[config.mk]
export PLATFORM = sky130hd
export DESIGN_NAME = cs_select_ctrl
export DESIGN_NICKNAME = d
export VERILOG_FILES = /design/src/rtl/cs_ctrl_pkg.sv /design/src/rtl/cs_cfg_regs.sv /design/src/rtl/cs_level_store.sv /design/src/rtl/cs_pin_drive.sv /design/src/rtl/cs_select_ctrl.sv
export SDC_FILE = /design/constraint.sdc
export NUM_CORES = 1
export LEC_CHECK = 0
export ABC_AREA = 0
export BUFFER_PORTS_ARGS = -buffer_cell sky130_fd_sc_hd__buf_2
export CAP_MARGIN = 40
export CORE_MARGIN = 1
export CORE_UTILIZATION = 50
export DETAILED_ROUTE_END_ITERATION = 6
export PLACE_DENSITY = 0.89
export SLEW_MARGIN = 0
export SYNTH_ARGS = -nofsm -noshare
export SYNTH_HDL_FRONTEND = slang
export SYNTH_HIERARCHICAL = 1
export SYNTH_SLANG_ARGS = --single-unit
[constraint.sdc]
create_clock -name clk -period 1.25 [get_ports clk]
set_input_delay 0.125 -clock clk [delete_from_list [all_inputs] [get_ports clk]]
set_output_delay 0.125 -clock clk [all_outputs]
set_load 0.03 [all_outputs]
[src/rtl/cs_ctrl_pkg.sv]
package cs_ctrl_pkg;
  typedef enum logic [1:0] {
    SEL_NONE = 2'd0,
    SEL_CFG  = 2'd1,
    SEL_FAST = 2'd2,
    SEL_STAT = 2'd3
  } reg_sel_e;

  localparam int unsigned CFG_OFS  = 0;
  localparam int unsigned FAST_OFS = 1;
  localparam int unsigned STAT_OFS = 2;
endpackage

[src/rtl/cs_cfg_regs.sv]
module cs_cfg_regs
  import cs_ctrl_pkg::*;
#(
  parameter int NPINS  = 8,
  parameter int ADDR_W = 4,
  localparam int DATA_W = 2 * NPINS
) (
  input  logic              clk,
  input  logic              rst_n,
  input  logic              wr_en,
  input  logic [ADDR_W-1:0] wr_addr,
  input  logic [DATA_W-1:0] wr_data,
  input  logic [ADDR_W-1:0] rd_addr,
  input  logic [NPINS-1:0]  stored,
  output logic [DATA_W-1:0] rd_data,
  output logic [NPINS-1:0]  mode_q,
  output logic [NPINS-1:0]  inv_q,
  output logic              fast_we,
  output logic [NPINS-1:0]  fast_set,
  output logic [NPINS-1:0]  fast_clr
);
  localparam logic [ADDR_W-1:0] A_CFG  = ADDR_W'(CFG_OFS);
  localparam logic [ADDR_W-1:0] A_FAST = ADDR_W'(FAST_OFS);
  localparam logic [ADDR_W-1:0] A_STAT = ADDR_W'(STAT_OFS);

  function automatic reg_sel_e decode(input logic [ADDR_W-1:0] a);
    if (a == A_CFG)       return SEL_CFG;
    else if (a == A_FAST) return SEL_FAST;
    else if (a == A_STAT) return SEL_STAT;
    else                  return SEL_NONE;
  endfunction

  reg_sel_e wsel, rsel;
  assign wsel = decode(wr_addr);
  assign rsel = decode(rd_addr);

  always_ff @(posedge clk or negedge rst_n) begin
    if (!rst_n) begin
      mode_q <= '0;
      inv_q  <= '0;
    end else if (wr_en && wsel == SEL_CFG) begin
      mode_q <= wr_data[DATA_W-1:NPINS];
      inv_q  <= wr_data[NPINS-1:0];
    end
  end

  assign fast_we  = wr_en && (wsel == SEL_FAST);
  assign fast_set = wr_data[DATA_W-1:NPINS];
  assign fast_clr = wr_data[NPINS-1:0];

  always_comb begin
    unique case (rsel)
      SEL_CFG:  rd_data = {mode_q, inv_q};
      SEL_STAT: rd_data = {{NPINS{1'b0}}, stored};
      default:  rd_data = '0;
    endcase
  end

  AST_CFG_HOLD: assert property (@(posedge clk) disable iff (!rst_n)
    !(wr_en && wsel == SEL_CFG) |=> $stable({mode_q, inv_q}))
    else $error("config changed without a config write");
endmodule

[src/rtl/cs_level_store.sv]
module cs_level_store #(
  parameter int NPINS   = 8,
  parameter int NUM_W   = 4,
  parameter int CS_BASE = 1
) (
  input  logic             clk,
  input  logic             rst_n,
  input  logic             fast_we,
  input  logic [NPINS-1:0] fast_set,
  input  logic [NPINS-1:0] fast_clr,
  input  logic             cmd_fire,
  input  logic [NUM_W-1:0] cmd_num,
  input  logic             cmd_assert,
  output logic [NPINS-1:0] stored
);
  localparam int IW = NUM_W + 1;
  localparam logic [IW-1:0] BASE_V  = IW'(CS_BASE);
  localparam logic [IW-1:0] LIMIT_V = IW'(CS_BASE + NPINS);

  logic [IW-1:0]    num_ext, pin_idx;
  logic             in_range;
  logic [NPINS-1:0] hit, nxt;

  assign num_ext  = {1'b0, cmd_num};
  assign in_range = (num_ext >= BASE_V) && (num_ext < LIMIT_V);
  assign pin_idx  = num_ext - BASE_V;

  for (genvar n = 0; n < NPINS; n++) begin : g_hit
    assign hit[n] = in_range && (pin_idx == IW'(n));
  end

  always_comb begin
    nxt = stored;
    if (fast_we)
      nxt = (stored | fast_set) & ~fast_clr;
    else if (cmd_fire)
      nxt = cmd_assert ? (stored & ~hit) : (stored | hit);
  end

  always_ff @(posedge clk or negedge rst_n) begin
    if (!rst_n) stored <= '1;
    else        stored <= nxt;
  end

  AST_SET_BITS: assert property (@(posedge clk) disable iff (!rst_n)
    fast_we |=> ((stored & $past(fast_set & ~fast_clr)) == $past(fast_set & ~fast_clr)))
    else $error("fast set not applied");
  AST_CLR_WINS: assert property (@(posedge clk) disable iff (!rst_n)
    fast_we |=> ((stored & $past(fast_clr)) == '0))
    else $error("fast clear not applied");
  AST_IDLE_HOLD: assert property (@(posedge clk) disable iff (!rst_n)
    (!fast_we && !cmd_fire) |=> $stable(stored))
    else $error("stored levels moved with no write or command");
  AST_ONE_PIN: assert property (@(posedge clk) disable iff (!rst_n)
    (cmd_fire && !fast_we) |=> ($countones(stored ^ $past(stored)) <= 1))
    else $error("command touched more than one level");
endmodule

[src/rtl/cs_pin_drive.sv]
module cs_pin_drive #(
  parameter int   NPINS      = 8,
  parameter logic IDLE_LEVEL = 1'b1
) (
  input  logic [NPINS-1:0] stored,
  input  logic [NPINS-1:0] mode_q,
  input  logic [NPINS-1:0] inv_q,
  output logic [NPINS-1:0] pins
);
  for (genvar n = 0; n < NPINS; n++) begin : g_pin
    assign pins[n] = mode_q[n] ? (stored[n] ^ inv_q[n]) : IDLE_LEVEL;
  end
endmodule

[src/rtl/cs_select_ctrl.sv]
module cs_select_ctrl #(
  parameter int NPINS   = 8,
  parameter int ADDR_W  = 4,
  parameter int NUM_W   = 4,
  parameter int CS_BASE = 1,
  localparam int DATA_W = 2 * NPINS
) (
  input  logic              clk,
  input  logic              rst_n,
  input  logic              wr_en,
  input  logic [ADDR_W-1:0] wr_addr,
  input  logic [DATA_W-1:0] wr_data,
  input  logic [ADDR_W-1:0] rd_addr,
  output logic [DATA_W-1:0] rd_data,
  input  logic              cmd_valid,
  output logic              cmd_ready,
  input  logic [NUM_W-1:0]  cmd_num,
  input  logic              cmd_assert,
  output logic [NPINS-1:0]  cs_pins
);
  logic [NPINS-1:0] stored, mode_q, inv_q, fast_set, fast_clr;
  logic             fast_we, cmd_fire;

  assign cmd_ready = !wr_en;
  assign cmd_fire  = cmd_valid && cmd_ready;

  cs_cfg_regs #(.NPINS(NPINS), .ADDR_W(ADDR_W)) regs_i (
    .clk(clk), .rst_n(rst_n), .wr_en(wr_en), .wr_addr(wr_addr),
    .wr_data(wr_data), .rd_addr(rd_addr), .stored(stored), .rd_data(rd_data),
    .mode_q(mode_q), .inv_q(inv_q), .fast_we(fast_we),
    .fast_set(fast_set), .fast_clr(fast_clr)
  );

  cs_level_store #(.NPINS(NPINS), .NUM_W(NUM_W), .CS_BASE(CS_BASE)) store_i (
    .clk(clk), .rst_n(rst_n), .fast_we(fast_we), .fast_set(fast_set),
    .fast_clr(fast_clr), .cmd_fire(cmd_fire), .cmd_num(cmd_num),
    .cmd_assert(cmd_assert), .stored(stored)
  );

  cs_pin_drive #(.NPINS(NPINS), .IDLE_LEVEL(1'b1)) drive_i (
    .stored(stored), .mode_q(mode_q), .inv_q(inv_q), .pins(cs_pins)
  );

  AST_WR_STALLS_CMD: assert property (@(posedge clk) disable iff (!rst_n)
    wr_en |-> !cmd_ready)
    else $error("command accepted during a register write");
  AST_RESET_LEVELS: assert property (@(posedge clk)
    $rose(rst_n) |-> (stored == '1 && cs_pins == '1))
    else $error("levels not high out of reset");
endmodule

==> results.toml <==
[worst_setup_path]
slowest_delay_ns = 0.60
path_max_fanout = 4
slowest_stage = "dfstp_2"
cp.depth = 3
critPathTopFamily = "flip-flops"
cp.buffers_inverters = 1
worst_setup_path_end_kind = "output pin"
start_kind = "register"
crit_end = "cs_pins[6]"
rr_worst_depth = 4
r2r_slack_ns = 0.05
worstPathRequired_ns = 1.12
crit_arrival_ns = 1.29
critPathKind = "register to output pin"
crit_chain = "xnor2_1 -> nand2_1 -> buf_6"

[global_routing]
overflow = 0
grt_pass1_vias = 1345
grt_pass1_wl_mm = 6.14
grt_max_degree = 25
antenna_found_initial = 0
groute.usage.overall_pct = 23.7

[power]
clkPwrFrac_pct = 15.1
powerDensity_nw_per_um2 = 1250
p_sw_uw = 937
p_sw_share_pct = 34.1
ir_drop_mv = 1.08
p_int_mw = 1.81
pwr-share-comb_pct = 41.3
p_leak_nw = 1.01
seqPwrFrac_pct = 43.7

[yosys]
syn_area_um2 = 1620
synth_top_area_share_pct = 24.7
synth_area_leader_cell = "dfrtp_1"
ys_types = 38
syn_nets = 179
ys.flop_type = "dfrtp_1"
ys_ff_latch = 24
synthTopCellsByCount = "16 x buf_4, 16 x dfrtp_1, 10 x mux2_4"
synth_edf_count = 0
async_flop_share_pct = 100
avgSynthCellArea_um2 = 11.1
synth_area_leaders = "dfrtp_1 25%, dfstp_2 13%, mux2_4 9.2%"
syn_inst = 146
yosysSeqAreaShare_pct = 37.6
yosys_warnings = 6

[layout]
num_antenna_cells = 0
drive_above_1_share_pct = 57.9
nets = 243
area_delta_synth_final_pct = 35.6
multi_input_area_um2 = 876
seqCellArea_um2 = 611
fin_util_pct = 71.5
n_fill_cell = 240

[sta]
final_hold_viol_count = 0
period_needed_ns = 1.41
hold_ws_ns = 0.0385
finClkSkew_ns = 0
worst_slew_pin_slew_ns = 0.558
max-slew-margin-rel_pct = 62.8
setup_tns_ns = -1.40
finalSetupViolCount = 16
period_share_pct = 113
grt_setup_unrepaired = "true"
setup_ws_ns = -0.163
timing.fmax_mhz = 708
drv_slew = 0

[detailed_routing]
detail_route.iter0.violations = 63
num_vias = 1395
ant_nets = 0
dr.pass1.iters = 4
drc = 0
drt-total-wl_mm = 4.09
vias_per_cell = 5.51
routedWlPerCell_um = 16.2

[place]
gp_congestion = 0.823
dpl_worst_slack_ns = -0.0870
io_buffers = 57
dpl.hpwl_mm = 2.70

[floorplanning]
die_h_um = 59.0
die_x_um = 59.0
initial_core_util_pct = 52.8
design.die.area_um2 = 3480
rows = 20
core_area_um2 = 3080
io_pins = 58

[cts]
clockBufferDepth = 2
cts-root-buf = "clkbuf_4"
clk_latency_ns = 0.32
cts_buffers = 3
clock_sinks = 24
cts_htree_levels = 1
clk_pin_slew_ns = 0.14
tritoncts = "built"

[run_status]
status = "finished with violations"
failed_checks = "setup timing"

[flow_run]
cap_violations = 0

[hold_path]
hp-class = "primary input to register"
[layout by cell type, fill, tap and decap left out, drive strengths merged, types with 3 or more instances in the layout]
cell	Yosys	layout
nand2	9	9
o21bai	4	4
dfrtp	16	16
a22oi	4	4
mux2	16	16
and2	8	8
o21ai	7	7
xnor2	8	8
buf	19	77
dfstp	8	8
clkbuf	2	5
nor3b	3	3
a21oi	4	4
o31a	4	4
nor2	5	5
a22o	8	8
[cell type report]
type | count | area share (%)
multi-input combinational | 100 | 39.8
timing repair buffer | 80 | 28.2
sequential | 24 | 27.7
tap | 44 | 2.50
clock buffer | 4 | 1.65
inverter | 1 | 0.170
[kinds of logic (layout without fill, tap and decap cells)]
group / count (synthesis) / after routing / share of synthesized area, %
buffers and inverters: 22 / 85 / 10.8
AOI/OAI and AO/OA: 36 / 36 / 16.5
xor gates and xnor gates: 8 / 8 / 4.31
and+or+nand+nor: 40 / 40 / 17.4
muxes: 16 / 16 / 13.4
DFF: 24 / 24 / 37.6
[how the worst min path moves through the flow]
stage                     depth (start not counted)               end  slack [ns]        from
after global placement                            1  regs_i/mode_q[6]        0.14       rst_n
after floorplan                                   0   regs_i/inv_q[0]       -0.17       rst_n
final                                             2   regs_i/inv_q[3]        0.04  wr_data[3]
after detailed placement                          1  regs_i/mode_q[6]        0.14       rst_n
after global routing                              2   regs_i/inv_q[3]        0.04  wr_data[3]
after CTS                                         2   regs_i/inv_q[1]        0.04  wr_data[1]
[repair_timing]
action                                 4_1_cts  5_1_grt
setup endpoints to repair                   16       23
endpoints found under the hold margin       17        0
pin swaps                                   10        9
hold buffers                                 2        0
resized for setup                           33       23
setup buffers                                5        2
cloned                                       0        1
[power by group through the flow]
stage	clock network, mW	logic, mW	registers (mW)
floorplan	0	0.673	1.15
global placement	0	0.850	1.18
detailed placement	0	0.880	1.20
CTS	0.420	1.08	1.18
global route	0.447	1.20	1.22
finish	0.414	1.13	1.20
[metal layers]
layer | up-vias | part of all wire (%) | GRT usage [%]
met5 | - | 0 | 0
met4 | 0 | 1.2 | 8.50
met3 | 6 | 4.6 | 2.40
met2 | 46 | 53 | 43.2
met1 | 693 | 41 | 28.8
li1 | 650 | - | -
[worst reg2reg max path, delay by kind of cell (launching register included)]
kind	cells	cell delay, ns
AOI/OAI and AO/OA	2	0.38
buffers and inverters	1	0.14
and+or+nand+nor	1	0.04
DFF	1	0.61
[per-stage QoR]
step | total power, mW | area, µm² | cells
6_report | 2.75 | 2200 | 253
5_1_grt | 2.87 | 2200 | 253
4_1_cts | 2.68 | 2110 | 250
3_5_place_dp | 2.08 | 1910 | 239
3_3_place_gp | 2.03 | 1910 | 239
2_1_floorplan | 1.82 | 1630 | 146
(Power assumes the default switching activity.)
